$ cat config.mk
export PLATFORM = sky130hd
export DESIGN_NAME = opnd_bypass_net
export DESIGN_NICKNAME = d
export VERILOG_FILES = /design/src/rtl/opbyp_pkg.sv /design/src/rtl/opbyp_pick.sv /design/src/rtl/opbyp_xdelay.sv /design/src/rtl/opnd_bypass_net.sv
export SDC_FILE = /design/constraint.sdc
export NUM_CORES = 1
export LEC_CHECK = 0
export ABC_CLOCK_PERIOD_IN_PS = 2500
export BUFFER_PORTS_ARGS = -buffer_cell sky130_fd_sc_hd__buf_4
export CORE_AREA = 8 8 339 341
export DETAILED_ROUTE_END_ITERATION = 10
export DIE_AREA = 0 0 347 349
export PLACE_DENSITY = 0.48
export SLEW_MARGIN = 10
export SYNTH_ARGS = -nofsm -noshare
export SYNTH_HDL_FRONTEND = slang
export SYNTH_SLANG_ARGS = --single-unit
$ cat constraint.sdc
create_clock -name clk -period 2.5 [get_ports clk]
set_input_delay 0.25 -clock clk [delete_from_list [all_inputs] [get_ports clk]]
set_output_delay 0.25 -clock clk [all_outputs]
set_load 0.01 [all_outputs]
$ cat src/rtl/opbyp_pkg.sv
package opbyp_pkg;

    typedef enum logic [1:0] {
        SRC_RF = 2'd0,
        SRC_MX = 2'd1,
        SRC_WX = 2'd2,
        SRC_XC = 2'd3
    } opnd_src_e;

    // group index of a lane, lanes are laid out contiguously per group
    function automatic int lane_group(input int lane, input int lanes_per_group);
        return lane / lanes_per_group;
    endfunction

endpackage

$ cat src/rtl/opbyp_pick.sv
module opbyp_pick #(
    parameter int CANDS = 4,
    parameter int DW    = 32,
    parameter int AW    = 5
) (
    input  logic [AW-1:0]       src,
    input  logic [CANDS-1:0]    cand_ok,
    input  logic [CANDS*AW-1:0] cand_dst,
    input  logic [CANDS*DW-1:0] cand_val,
    output logic                hit,
    output logic [DW-1:0]       val
);
    // ascending scan: the last (highest lane, youngest) match overrides
    always_comb begin
        hit = 1'b0;
        val = '0;
        for (int j = 0; j < CANDS; j++) begin
            if (cand_ok[j] && (src != '0) && (cand_dst[j*AW +: AW] == src)) begin
                hit = 1'b1;
                val = cand_val[j*DW +: DW];
            end
        end
    end
endmodule

$ cat src/rtl/opbyp_xdelay.sv
module opbyp_xdelay #(
    parameter int LANES = 4,
    parameter int DW    = 32,
    parameter int AW    = 5,
    parameter int DEPTH = 2
) (
    input  logic                clk,
    input  logic                rst,
    input  logic [LANES-1:0]    in_ok,
    input  logic [LANES*AW-1:0] in_dst,
    input  logic [LANES*DW-1:0] in_val,
    output logic [LANES-1:0]    out_ok,
    output logic [LANES*AW-1:0] out_dst,
    output logic [LANES*DW-1:0] out_val
);
    logic [LANES-1:0]    ok_q  [DEPTH];
    logic [LANES*AW-1:0] dst_q [DEPTH];
    logic [LANES*DW-1:0] val_q [DEPTH];

    always_ff @(posedge clk) begin
        if (rst) begin
            ok_q[0] <= '0;
        end else begin
            ok_q[0] <= in_ok;
        end
        dst_q[0] <= in_dst;
        val_q[0] <= in_val;
    end

    for (genvar k = 1; k < DEPTH; k++) begin : g_stage
        always_ff @(posedge clk) begin
            if (rst) begin
                ok_q[k] <= '0;
            end else begin
                ok_q[k] <= ok_q[k-1];
            end
            dst_q[k] <= dst_q[k-1];
            val_q[k] <= val_q[k-1];
        end
    end

    assign out_ok  = ok_q[DEPTH-1];
    assign out_dst = dst_q[DEPTH-1];
    assign out_val = val_q[DEPTH-1];

    initial begin
        AST_DEPTH_RANGE: assert (DEPTH >= 1 && DEPTH <= 2);
    end

    // edges since reset, saturating at DEPTH
    logic [1:0] since_rst;
    always_ff @(posedge clk) begin
        if (rst) begin
            since_rst <= '0;
        end else if (since_rst < 2'(DEPTH)) begin
            since_rst <= since_rst + 2'd1;
        end
    end

    AST_XC_LATENCY: assert property (@(posedge clk) disable iff (rst)
        (since_rst >= 2'(DEPTH)) |-> (out_ok == $past(in_ok, DEPTH)));

    AST_XC_EMPTY_AT_START: assert property (@(posedge clk) disable iff (rst)
        (since_rst == 2'd0) |-> (out_ok == '0));
endmodule

$ cat src/rtl/opnd_bypass_net.sv
module opnd_bypass_net
    import opbyp_pkg::*;
#(
    parameter int LANES    = 4,
    parameter int CLUSTERS = 2,
    parameter int XDELAY   = 2,
    parameter int DW       = 32,
    parameter int AW       = 5
) (
    input  logic                    clk,
    input  logic                    rst,
    input  logic [2*LANES*AW-1:0]   op_src,
    input  logic [2*LANES*DW-1:0]   rf_val,
    input  logic [LANES-1:0]        ex_vld,
    input  logic [LANES-1:0]        ex_wen,
    input  logic [LANES*AW-1:0]     ex_dst,
    input  logic [LANES*DW-1:0]     ex_res,
    input  logic [LANES-1:0]        wb_vld,
    input  logic [LANES-1:0]        wb_wen,
    input  logic [LANES*AW-1:0]     wb_dst,
    input  logic [LANES*DW-1:0]     wb_res,
    output logic [2*LANES*DW-1:0]   op_val,
    output logic [2*LANES*2-1:0]    op_kind
);
    localparam int  OPS       = 2 * LANES;
    localparam int  LPG       = LANES / CLUSTERS;
    localparam bit  CLUSTERED = (CLUSTERS > 1);

    logic [LANES-1:0]    ex_ok, wb_ok;
    logic [LANES-1:0]    xc_ok;
    logic [LANES*AW-1:0] xc_dst;
    logic [LANES*DW-1:0] xc_val;

    assign ex_ok = ex_vld & ex_wen;
    assign wb_ok = wb_vld & wb_wen;

    if (CLUSTERED) begin : g_xc
        opbyp_xdelay #(
            .LANES(LANES), .DW(DW), .AW(AW), .DEPTH(XDELAY)
        ) u_xdelay (
            .clk     (clk),
            .rst     (rst),
            .in_ok   (ex_ok),
            .in_dst  (ex_dst),
            .in_val  (ex_res),
            .out_ok  (xc_ok),
            .out_dst (xc_dst),
            .out_val (xc_val)
        );
    end else begin : g_flat
        assign xc_ok  = '0;
        assign xc_dst = '0;
        assign xc_val = '0;
    end

    initial begin
        AST_GROUPS_EVEN: assert (LANES % CLUSTERS == 0);
    end

    for (genvar o = 0; o < OPS; o++) begin : g_op
        localparam int MY_GROUP = lane_group(o / 2, LPG);

        logic [LANES-1:0] local_mask;
        logic [AW-1:0]    src;
        logic [DW-1:0]    rf_in;
        logic             mx_hit, wx_hit, xc_hit;
        logic [DW-1:0]    mx_v, wx_v, xc_v;
        logic [DW-1:0]    sel_val;
        opnd_src_e        sel_kind;

        for (genvar j = 0; j < LANES; j++) begin : g_mask
            assign local_mask[j] = (lane_group(j, LPG) == MY_GROUP);
        end

        assign src   = op_src[o*AW +: AW];
        assign rf_in = rf_val[o*DW +: DW];

        opbyp_pick #(.CANDS(LANES), .DW(DW), .AW(AW)) u_mx (
            .src (src), .cand_ok (ex_ok & local_mask),
            .cand_dst (ex_dst), .cand_val (ex_res),
            .hit (mx_hit), .val (mx_v)
        );
        opbyp_pick #(.CANDS(LANES), .DW(DW), .AW(AW)) u_wx (
            .src (src), .cand_ok (wb_ok & local_mask),
            .cand_dst (wb_dst), .cand_val (wb_res),
            .hit (wx_hit), .val (wx_v)
        );
        opbyp_pick #(.CANDS(LANES), .DW(DW), .AW(AW)) u_xc (
            .src (src), .cand_ok (xc_ok & ~local_mask),
            .cand_dst (xc_dst), .cand_val (xc_val),
            .hit (xc_hit), .val (xc_v)
        );

        always_comb begin
            if (mx_hit) begin
                sel_kind = SRC_MX;
                sel_val  = mx_v;
            end else if (wx_hit) begin
                sel_kind = SRC_WX;
                sel_val  = wx_v;
            end else if (xc_hit) begin
                sel_kind = SRC_XC;
                sel_val  = xc_v;
            end else begin
                sel_kind = SRC_RF;
                sel_val  = rf_in;
            end
        end

        assign op_val[o*DW +: DW] = sel_val;
        assign op_kind[o*2 +: 2]  = sel_kind;

        AST_ZERO_NO_FWD: assert property (@(posedge clk) disable iff (rst)
            (op_src[o*AW +: AW] == '0) |-> (op_kind[o*2 +: 2] == SRC_RF));

        AST_RF_PASS: assert property (@(posedge clk) disable iff (rst)
            (op_kind[o*2 +: 2] == SRC_RF) |-> (op_val[o*DW +: DW] == rf_val[o*DW +: DW]));

        AST_MX_FIRST: assert property (@(posedge clk) disable iff (rst)
            mx_hit |-> (op_kind[o*2 +: 2] == SRC_MX));

        AST_LOCAL_OVER_REMOTE: assert property (@(posedge clk) disable iff (rst)
            (op_kind[o*2 +: 2] == SRC_XC) |-> (!mx_hit && !wx_hit));
    end
endmodule

### Word level (Yosys, flattened, before mapping)

Memories as Yosys holds them, arrays and structs flattened.
Cells that the tools add are included.
W data, S select, Z words.

* eq/ne operators: 48
* mux-type cells: 149
* bitwise gates (word level): 4
* reduce and logical (&&, ||, !) cells: 104

Operators by type and width (number)
* $mux W32: 72
* $eq A5 B5 Y1: 48
* $logic_and A1 B1 Y1: 96
* $mux W1: 51
* $mux W2: 24
* $reduce_bool A5 Y1: 8
* $and A4 B4 Y4: 2
* $mux W4: 2
* $or A1 B1 Y1: 2

* bits in registers: 0
* RAM bits: 304
* input port bits: 610
* output and inout port bits: 272
* word-level logic and storage cells: 308
* memories kept: 3

Memory list
* g_xc.u_xdelay.val_q: words 2, bits a word 128, read ports 2, clocked after Yosys merged registers in 0, write ports 2, line opbyp_xdelay.sv:18 `logic [LANES*DW-1:0] val_q [DEPTH];`
* g_xc.u_xdelay.dst_q: words 2, bits a word 20, read ports 2, clocked after Yosys merged registers in 0, write ports 2, line opbyp_xdelay.sv:17 `logic [LANES*AW-1:0] dst_q [DEPTH];`
* g_xc.u_xdelay.ok_q: words 2, bits a word 4, read ports 2, clocked after Yosys merged registers in 0, write ports 2, line opbyp_xdelay.sv:16 `logic [LANES-1:0] ok_q [DEPTH];`

### Logic depth before layout (Yosys ltp)

Gate-level depths: netlist of run 1.

* depth in word-level cells: 8
* depth in mapped cells: 11
* gate-level depth less buffers: 7

### Hierarchy

Synthesis of run 1 repeated with hierarchy kept, for this count alone.

* cells, all modules: 8077
* area, all modules: 59647.2 um2

Modules (own cells, without submodules)
* opbyp_pick: times used 24, cells an instance 267, area each 1740.4 um2, sequential area each 0.0 um2
* opnd_bypass_net: times used 1, cells an instance 1209, area each 10630.2 um2, sequential area each 0.0 um2
* opbyp_xdelay: times used 1, cells an instance 460, area each 7247.0 um2, sequential area each 6085.8 um2

### Worst setup path after synthesis of run 1

OpenSTA, ideal clock, no wires.

* path kind: input to output
* start: in op_src[12]
* end: out op_val[74]
* arrival time: 2.340 ns
* required time: 2.250 ns
* path slack: -0.090 ns
* stages on the path: 9
* buffers on the path: 3
* path through: buf_4 -> or4_4 -> or2_1 -> and4_1 -> buf_2 -> nor4_4 -> buf_6 -> a222oi_1 -> o21bai_1

* cells in the longest elaborated chain, start to end: 8
* elaborated cells between the ends (all ways): 34
* those cells by class: 6 x eq/ne; 15 x mux; 13 x reduce/logical

Ends and longest elaborated chain
* start: declaration: line opnd_bypass_net.sv:12 `input logic [2*LANES*AW-1:0] op_src,`
* $reduce_bool A5 Y1
* $logic_and A1 B1 Y1 (2 in series): line opbyp_pick.sv:18 `if (cand_ok[j] && (src != '0) && (cand_dst[j*AW +: AW] == src)) begin`
* $mux W32 / $mux W1 (equally long branches) (2 in series): line opbyp_pick.sv:18
* $mux W32: line opnd_bypass_net.sv:101 `end else if (xc_hit) begin`
* $mux W32: line opnd_bypass_net.sv:98 `end else if (wx_hit) begin`
* $mux W32 (*): line opnd_bypass_net.sv:95 `if (mx_hit) begin`
* end: declaration: line opnd_bypass_net.sv:22 `output logic [2*LANES*DW-1:0] op_val,`

Every way passes the cells marked *; elsewhere a longest branch is shown, timed or not.

==> results.txt, run 1 <==
The die covers 121000 um2. For the maximum level of the CTS H-tree, the log shows 2. Leaving out filler cells and counting taps, the final layout contains 5952. The top fanout value on the critical path was 8.

The tools report the post-layout net count as 5089. For this design, the sink count on the clock tree is 304. The class of the worst hold path is primary input to flip-flop. In the global route stage, overall resource usage came out at 31.4%. Derived from the worst setup path, the maximum achievable clock frequency is 310 MHz. Summing every instance area after synthesis gives 22200 um2.

The hold violation count in the final report is 0, and the setup clock skew after layout is 0.0276 ns. The die is 349 um tall. The worst pin sits at a relative slew slack of 45.3%. The count of cells along the worst hold path was 4. TritonCTS built the clock tree. The cell count after synthesis is 2964. The number of detailed-route iterations in the first pass was 6. The startpoint identified for the worst register-to-register timing path is g_xc.u_xdelay.val_q[0][36]$_DFF_P_. The tools report the total number of yosys warnings as 0. The path with the worst hold slack has its endpoint at g_xc.u_xdelay.ok_q[0][0]$_SDFF_PP0_. In this run the critical register-to-register path is captured at g_xc.u_xdelay.val_q[0][164]$_DFF_P_. Global routing finished with a remaining overflow of 0. The largest buffer count on any clock path was 3. In this run the horizontal extent of the chip is 347 um. In the final routed layout, each cell accounts on average for 34.6 um. Setup violations remaining at the end of the flow were counted as 272. In this run the power density over the cells is 381 nW/um2. Sequential cell area: 6140 um2. For the finished layout, the period the worst path requires is 3.22 ns.

The maximum vdd drop was 0.385 mV. At the end of routability-driven placement, the weighted congestion stood at 1.01. The first global-routing pass estimated 272 mm of wire. For this design the static power due to leakage is 17.6 nW. For the pin with the worst max-slew slack, the measured transition is 0.813 ns. For this design the top-level I/O count stands at 882. The run gives 35 as the number of antenna violations at the first check in global routing. The detailed-placement wirelength estimate was 165 mm; the post-synth net total was 3574.

The final route contains 33400 vias. The dominant register cell in the synthesized netlist was sky130_fd_sc_hd__dfxtp_1. The number of cells on the worst reg-to-reg path was 0. TritonCTS created 35 clock buffers. Clock-pin slew was measured on the worst setup and hold paths at 0.06 ns. Port buffering added 881 buffers.

The total DRC errors in the routed layout is 0, and the standard cell core area is 110000 um2. The iteration-0 DRC count of the detailed router is 3552, and the largest net degree at the start of global routing is 39. Minimum setup slack in the final design: -0.722 ns.

The tools report the initial standard-cell utilization of the core as 20.2%. The count of nets left with antenna violations after detail routing was 0. Across all register-to-register paths, the minimum setup slack is 1.80 ns.

For this run, asynchronously set or reset flops after synthesis account for 0%. The initialized floorplan defines 122 standard-cell rows. The flow ran to the end, but the final reports show violations.

The tools report the root buffer cell as sky130_fd_sc_hd__clkbuf_16. For the count of filler cells inserted in the layout, the log shows 11300. Max-cap violations in this run came to 0.

Endpoint class of the critical path: an output pin. The ratio of cells with drive above 1 in the final layout came out at 46.9%. The number of pins exceeding their max-slew limit in the final report was 0.

The tools report the worst-skew pair later-pin latency as 0.57 ns. Setup repair after global routing could not meet its margin everywhere. For the worst setup path, the data arrival time is 2.97 ns. For this run, the register share of the synthesized area comes to 27.4%. Critical path start-end classification: flip-flop to output pin. The routed design has 206 mm of wire. Distinct cell type count after synthesis: 59. The run gives -153.75 ns as the accumulated negative setup slack.

In this run the most critical hold path is launched from ex_wen[0]. The via count of the first global-routing pass is 33500. The average size of a mapped cell was 7.49 um2; the number of placed instances, taps included was 5658. The category of the worst setup path launch point was a flip-flop. The synthesized design contains 0 enable-type register cells. In this run, synthesis produced a sequential element count of 304. After detailed routing, the number of vias per cell comes to 5.62. The checks that failed: negative setup slack. The layout overhead on the synthesized area was 90.9%; the part of the cycle the worst path needs was 129%.

The multi-input combinational cells in the finished layout cover a total of 17000 um2. STA puts the critical path data required time at 2.25 ns.
[cell type report]
type | count | share of cell area (%)
clock buffers | 42 | 2.27
repair buffers | 1790 | 37.7
diodes | 22 | 0.130
flip-flops and latches | 304 | 14.5
multi-input cells | 2300 | 40.1
inverters | 48 | 0.425
well taps | 1426 | 4.21
clock inverters | 20 | 0.638
[registers in the layout, indices dropped and copies added (netlist names)]
| name | count |
|---|---|
| g_xc.u_xdelay.val_q | 256 |
| g_xc.u_xdelay.dst_q | 40 |
| g_xc.u_xdelay.ok_q | 8 |
[routing by layer]
metal / global-route usage (%) / routed length [um]
met1: 40.0 / 82100
met2: 49.3 / 90900
met3: 7.05 / 19300
met4: 16.8 / 13400
met5: 0 / 13
[how the worst max path moves through the flow]
stage | cells after the start | startpoint | endpoint
2_1_floorplan | 10 | op_src[38] | op_val[236]
3_3_place_gp | 12 | op_src[33] | op_val[194]
3_5_place_dp | 14 | op_src[15] | op_val[110]
4_1_cts | 12 | g_xc.u_xdelay.dst_q[0][32]$_DFF_P_ | op_val[110]
5_1_grt | 12 | g_xc.u_xdelay.dst_q[0][36]$_DFF_P_ | op_val[51]
6_report | 12 | g_xc.u_xdelay.dst_q[0][36]$_DFF_P_ | op_val[54]
[report_power, final]
group          total [W]  leakage, nW  switching [W]  internal [W]
Sequential       0.00546         2.57       0.000360       0.00510
Combinational    0.00507         14.4        0.00258       0.00249
Clock            0.00563        0.605        0.00232       0.00331
Total             0.0162         17.6        0.00526        0.0109
[critical path: stages, from the launching register on]
cell and delay [ns]:
sky130_fd_sc_hd__dfxtp_4 0.37, sky130_fd_sc_hd__buf_6 0.14, sky130_fd_sc_hd__buf_6 0.11, sky130_fd_sc_hd__xnor2_2 0.16, sky130_fd_sc_hd__nand2_2 0.09, sky130_fd_sc_hd__or3_4 0.47, sky130_fd_sc_hd__buf_12 0.18, sky130_fd_sc_hd__buf_6 0.14
sky130_fd_sc_hd__nand3_1 0.09, sky130_fd_sc_hd__a21oi_1 0.10, sky130_fd_sc_hd__a211oi_2 0.28, sky130_fd_sc_hd__a21oi_1 0.13, sky130_fd_sc_hd__buf_4 0.16
[what timing repair did]
item,CTS,global route
setup endpoints to repair,272,272
pin swaps,130,156
hold buffers,149,0
cloned,3,8
setup buffers,38,38
gates resized for setup,308,232
endpoints found under the hold margin,156,0
[synth_stat cells, types with 7 or more instances]
cell type | number | share of area, %
sky130_fd_sc_hd__buf_4 | 11 | 0.37
sky130_fd_sc_hd__buf_2 | 99 | 2.2
sky130_fd_sc_hd__mux2i_1 | 20 | 0.90
sky130_fd_sc_hd__dfxtp_1 | 304 | 27
sky130_fd_sc_hd__inv_1 | 46 | 0.78
sky130_fd_sc_hd__and3_1 | 9 | 0.25
sky130_fd_sc_hd__o221ai_1 | 28 | 1.1
sky130_fd_sc_hd__a21oi_1 | 190 | 4.3
sky130_fd_sc_hd__a31oi_1 | 43 | 1.2
sky130_fd_sc_hd__o211ai_1 | 13 | 0.44
sky130_fd_sc_hd__nor4_1 | 17 | 0.48
sky130_fd_sc_hd__o31ai_1 | 7 | 0.24
sky130_fd_sc_hd__nand4_1 | 35 | 0.99
sky130_fd_sc_hd__buf_1 | 8 | 0.14
sky130_fd_sc_hd__nor4_4 | 9 | 0.86
sky130_fd_sc_hd__or4_1 | 13 | 0.44
sky130_fd_sc_hd__o21ai_1 | 22 | 0.50
sky130_fd_sc_hd__xor2_1 | 67 | 2.6
sky130_fd_sc_hd__or3_1 | 25 | 0.70
sky130_fd_sc_hd__o21ai_0 | 158 | 3.6
sky130_fd_sc_hd__a211oi_1 | 52 | 1.8
sky130_fd_sc_hd__a22o_1 | 178 | 7.0
sky130_fd_sc_hd__a21o_1 | 20 | 0.68
sky130_fd_sc_hd__nor4_2 | 14 | 0.79
sky130_fd_sc_hd__xnor2_1 | 139 | 5.5
sky130_fd_sc_hd__nor2b_1 | 12 | 0.34
sky130_fd_sc_hd__a221o_1 | 25 | 1.1
sky130_fd_sc_hd__o22ai_1 | 229 | 6.5
sky130_fd_sc_hd__nor3_1 | 26 | 0.59
sky130_fd_sc_hd__nor2_1 | 91 | 1.5
sky130_fd_sc_hd__nand2b_1 | 12 | 0.34
sky130_fd_sc_hd__a221oi_1 | 167 | 6.6
sky130_fd_sc_hd__a2111oi_0 | 10 | 0.39
sky130_fd_sc_hd__nand3_1 | 104 | 2.3
sky130_fd_sc_hd__nand2_1 | 468 | 7.9
sky130_fd_sc_hd__a222oi_1 | 12 | 0.54
sky130_fd_sc_hd__a22oi_1 | 40 | 1.4
sky130_fd_sc_hd__clkbuf_1 | 191 | 3.2
[layout by cell type (no fill, tap or decap), drive strengths merged, types with 139 or more instances in the layout]
cell type,count
o22ai,229
a221oi,167
a21oi,190
a22o,178
xnor2,139
nand2,468
dfxtp,304
dlygate4sd3,149
buf,1632
o21ai,180
[logic make-up after synthesis]
group,synth area share (%)
AO/OA/AOI/OAI,37.7
AND/OR/NAND/NOR,18.9
multiplexers,0.902
flip-flops,27.4
XOR/XNOR,8.13
buffers and inverters,6.94
[metrics by stage]
stage          setup slack (ns)  total power (W)  utilization, %  cell area [um2]  hold WS (ns)
2_1_floorplan           -0.0310          0.00673               -            22300         0.278
3_3_place_gp             -0.651           0.0100            33.1            36300         0.310
4_1_cts                  -0.811           0.0160            37.2            40800         0.139
6_report                 -0.722           0.0162            38.7            42400         0.174
5_1_grt                  -0.813           0.0166            38.6            42300         0.189
3_5_place_dp             -0.648          0.00998            33.1            36300         0.312
Note: power is estimated with default switching activity, not from simulation.
==> inputs of run 2 (changes only) <==
--- a/config.mk
+++ b/config.mk
@@ -5,12 +5,12 @@
 export SDC_FILE = /design/constraint.sdc
 export NUM_CORES = 1
 export LEC_CHECK = 0
-export ABC_CLOCK_PERIOD_IN_PS = 2500
 export BUFFER_PORTS_ARGS = -buffer_cell sky130_fd_sc_hd__buf_4
 export CORE_AREA = 8 8 339 341
 export DETAILED_ROUTE_END_ITERATION = 10
 export DIE_AREA = 0 0 347 349
 export PLACE_DENSITY = 0.48
+export SETUP_SLACK_MARGIN = 0.2
 export SLEW_MARGIN = 10
 export SYNTH_ARGS = -nofsm -noshare
 export SYNTH_HDL_FRONTEND = slang
==> results.txt, run 2 (same netlist as run 1, synthesis figures left out) <==
The run finished, with violations left. The final reports fail on negative setup slack. After clock tree synthesis, the clock-pin slew on the worst setup and hold paths is 0.07 ns. Of all nets on the critical path, the largest fanout is 7. The launching instance or port of the critical path is g_xc.u_xdelay.dst_q[0][22]$_DFF_P_.

Combinational logic is responsible for 32.8% of the overall power. The minimum setup slack in the final design was -0.800 ns. The delay of the slowest cell on the worst path was 0.35 ns; the count of nets left with antenna violations after detail routing was 0. The net switching power came out at 0.00557 W.

The tool flagged a number of max-cap violations equal to 0. The total overflow left after global routing is 0. The analysis attributes to cell leakage a power of 18.3 nW. Detailed-placement wirelength estimate: 164 mm. Via total after detailed routing: 33700. The run gives 882 as the count of pins on the block boundary. The average wire per cell in the routed design works out to 34.8 um. The run gives 272 mm as the global-route wire length before repair. The worst setup path is launched from a flip-flop. The width of the die is 347 um, and the number of cells in the finished layout apart from fillers is 5970. The number of cells on the worst reg-to-reg path was 0. The largest registers in the layout are g_xc.u_xdelay.val_q x256, g_xc.u_xdelay.dst_q x40, g_xc.u_xdelay.ok_q x8. Number of buffers created by CTS: 37. Static timing analysis puts the maximum clock frequency at 303 MHz.

The root buffer cell was sky130_fd_sc_hd__clkbuf_16. Capture instance of the worst register-to-register path: g_xc.u_xdelay.val_q[0][173]$_DFF_P_. At the pin with the least slew margin, the transition time is 0.786 ns. Clock skew on the completed layout was measured at 0.0267 ns. The critical path ends at op_val[213]. Ratio of routed vias to standard cells: 5.64. Of the cells placed in the final design, the portion with a size suffix greater than 1 is 52.0%. The design draws 0.0162 W. The setup path with the least slack is of type flip-flop to output pin. Net switching is 34.3% of the power.

The routability-driven placement congestion ratio is 1.03. In this run the power density over the cells is 364 nW/um2. The number of pins exceeding their max-slew limit in the final report was 0; the post-layout net count was 5116. At the later pin of the worst-skew pair, clock insertion delay measures 0.57 ns. The logs give 33.7% for the proportion of power drawn by flip-flops and latches and 2 for the maximum level of the CTS H-tree. The number of detailed-route iterations in the first pass was 6. The library cells used most frequently in the layout, excluding fill and tap cells, are sky130_fd_sc_hd__buf_4 (1357), sky130_fd_sc_hd__nand2_1 (464), sky130_fd_sc_hd__dfxtp_1 (285). The logs give 3809 for the iteration-0 DRC count of the detailed router and 0 for the total DRC errors in the routed layout. The initialized floorplan defines 122 standard-cell rows. The total number of clock tree sinks is 304, and the accumulated negative setup slack is -161.32 ns.

The minimum clock period works out to 3.30 ns. The finished cells cover 44700 um2. The register with the most flip-flops in the layout has 256 of them.

TritonCTS built the clock tree. After detailed placement, the design holds a cell count of 5624. The die covers 121000 um2. The area after detailed placement is 37600 um2. The clock group share of total power came out at 33.5%. The slowest stage of the critical path belongs to the cell sky130_fd_sc_hd__dfxtp_2. Global routing used 31.4% of the available tracks across all layers. The logs give 33100 for the via count of the first global-routing pass and 110000 um2 for the standard cell core area. The die is 349 um tall. The run gives 0 as the hold violation count in the final report.

The class of the worst hold path is primary input to flip-flop. The clock passes through at most 3 buffers. The most common cell after layout, fill and taps aside was sky130_fd_sc_hd__buf_4. Setup repair after global routing could not meet its margin everywhere. The maximum vdd drop came out at 0.417 mV. Walking the worst path, the cells encountered are xor2_1 -> nor4_1 -> buf_4 -> nand4_1 -> buf_6 -> nand4_1 -> buf_6 -> buf_12 -> clkbuf_16 -> o221ai_2 -> a21o_1 -> o21ai_2 -> buf_4. In this run the tightest slew margin relative to its limit is 47.1%. The run gives 208 mm as the total wirelength of the detailed-routed design. The internal power of the cells totals 0.0107 W. The logs give 19 for the number of antenna violations at the first check in global routing and 272 for the final-report setup violation count.

The part of the cycle the worst path needs is 132%. The worst register-to-register path begins at g_xc.u_xdelay.val_q[0][45]$_DFF_P_. Across all register-to-register paths, the minimum setup slack is 1.83 ns. At the worst endpoint, the required time is 2.25 ns. Compared with the post-synthesis result, the final layout area differs by 101%. Input and output buffers added on the ports amount to 881. Timing analysis after detailed placement gives a worst setup slack of -0.626 ns. STA classifies the critical path endpoint as an output pin. g_xc.u_xdelay.val_q holds more flip-flops than any other register. For this configuration, the core starts out at a cell density of 20.2%. The largest net degree at the start of global routing is 38. For the worst setup path, the data arrival time is 3.05 ns.
[run 2: changes by cell type in the layout (fill, tap and decap cells not counted), sizes merged]
cell / change
buf: +17
bufbuf: -1
bufinv: -4
clkbuf: +7
clkinv: +3
clkinvlp: +2
diode: -12
inv: +6
[run 2: what timing repair did]
action | CTS | global route
hold buffers | 149 | 0
pin swaps | 158 | 210
setup buffers | 39 | 57
cloned | 7 | 17
resized for setup | 293 | 296
setup endpoints to repair | 272 | 272
hold endpoints to repair | 156 | 0
[run 2: per-stage QoR]
stage	utilization (%)	hold WS, ns
after global placement	34.3	0.311
after global routing	40.8	0.175
final	40.8	0.205
after floorplan	-	0.278
after CTS	38.5	0.159
after detailed placement	34.3	0.312
[run 2: final cells by class]
cell class	count	area, um2
Clock buffer	40	937
Multi-Input combinational cell	2300	18400
Timing Repair Buffer	1815	16900
Antenna cell	10	25.0
Clock inverter	27	258
Inverter	48	180
Fill cell	11100	64900
Sequential cell	304	6120
Tap cell	1426	1780
[run 2: power groups by stage]
stage / registers (W) / logic [W] / clock network (W)
6_report: 0.00547 / 0.00533 / 0.00545
5_1_grt: 0.00548 / 0.00549 / 0.00576
4_1_cts: 0.00544 / 0.00503 / 0.00559
3_5_place_dp: 0.00553 / 0.00463 / 0
3_3_place_gp: 0.00554 / 0.00465 / 0
2_1_floorplan: 0.00533 / 0.00161 / 0
[run 2: layer usage]
metal | vias to the layer above | GRT usage, % | wire length (um)
met5 | - | 0 | 0
met4 | 0 | 14.1 | 12200
met3 | 488 | 5.96 | 18100
met2 | 2311 | 49.8 | 92300
met1 | 16400 | 41.1 | 85300
li1 | 14400 | - | -
[run 2: worst min-delay path by stage]
| stage | from | endpoint | slack [ns] | cells past startpoint |
|---|---|---|---|---|
| floorplan | ex_dst[0] | g_xc.u_xdelay.dst_q[0][0]$_DFF_P_ | 0.28 | 0 |
| global placement | g_xc.u_xdelay.dst_q[0][13]$_DFF_P_ | g_xc.u_xdelay.dst_q[0][33]$_DFF_P_ | 0.31 | 0 |
| detailed placement | g_xc.u_xdelay.dst_q[0][11]$_DFF_P_ | g_xc.u_xdelay.dst_q[0][31]$_DFF_P_ | 0.31 | 0 |
| CTS | ex_wen[3] | g_xc.u_xdelay.ok_q[0][3]$_SDFF_PP0_ | 0.16 | 3 |
| global route | ex_wen[3] | g_xc.u_xdelay.ok_q[0][3]$_SDFF_PP0_ | 0.17 | 3 |
| finish | ex_wen[3] | g_xc.u_xdelay.ok_q[0][3]$_SDFF_PP0_ | 0.20 | 3 |
[run 2: worst max-delay path, delay by kind of cell, from the launching register on]
kind	cells	cell delay, ns
and+or+nand+nor	3	0.56
buffers and inverters	6	0.96
xor gates and xnor gates	1	0.16
AOI/OAI and AO/OA	3	0.45
DFF	1	0.35
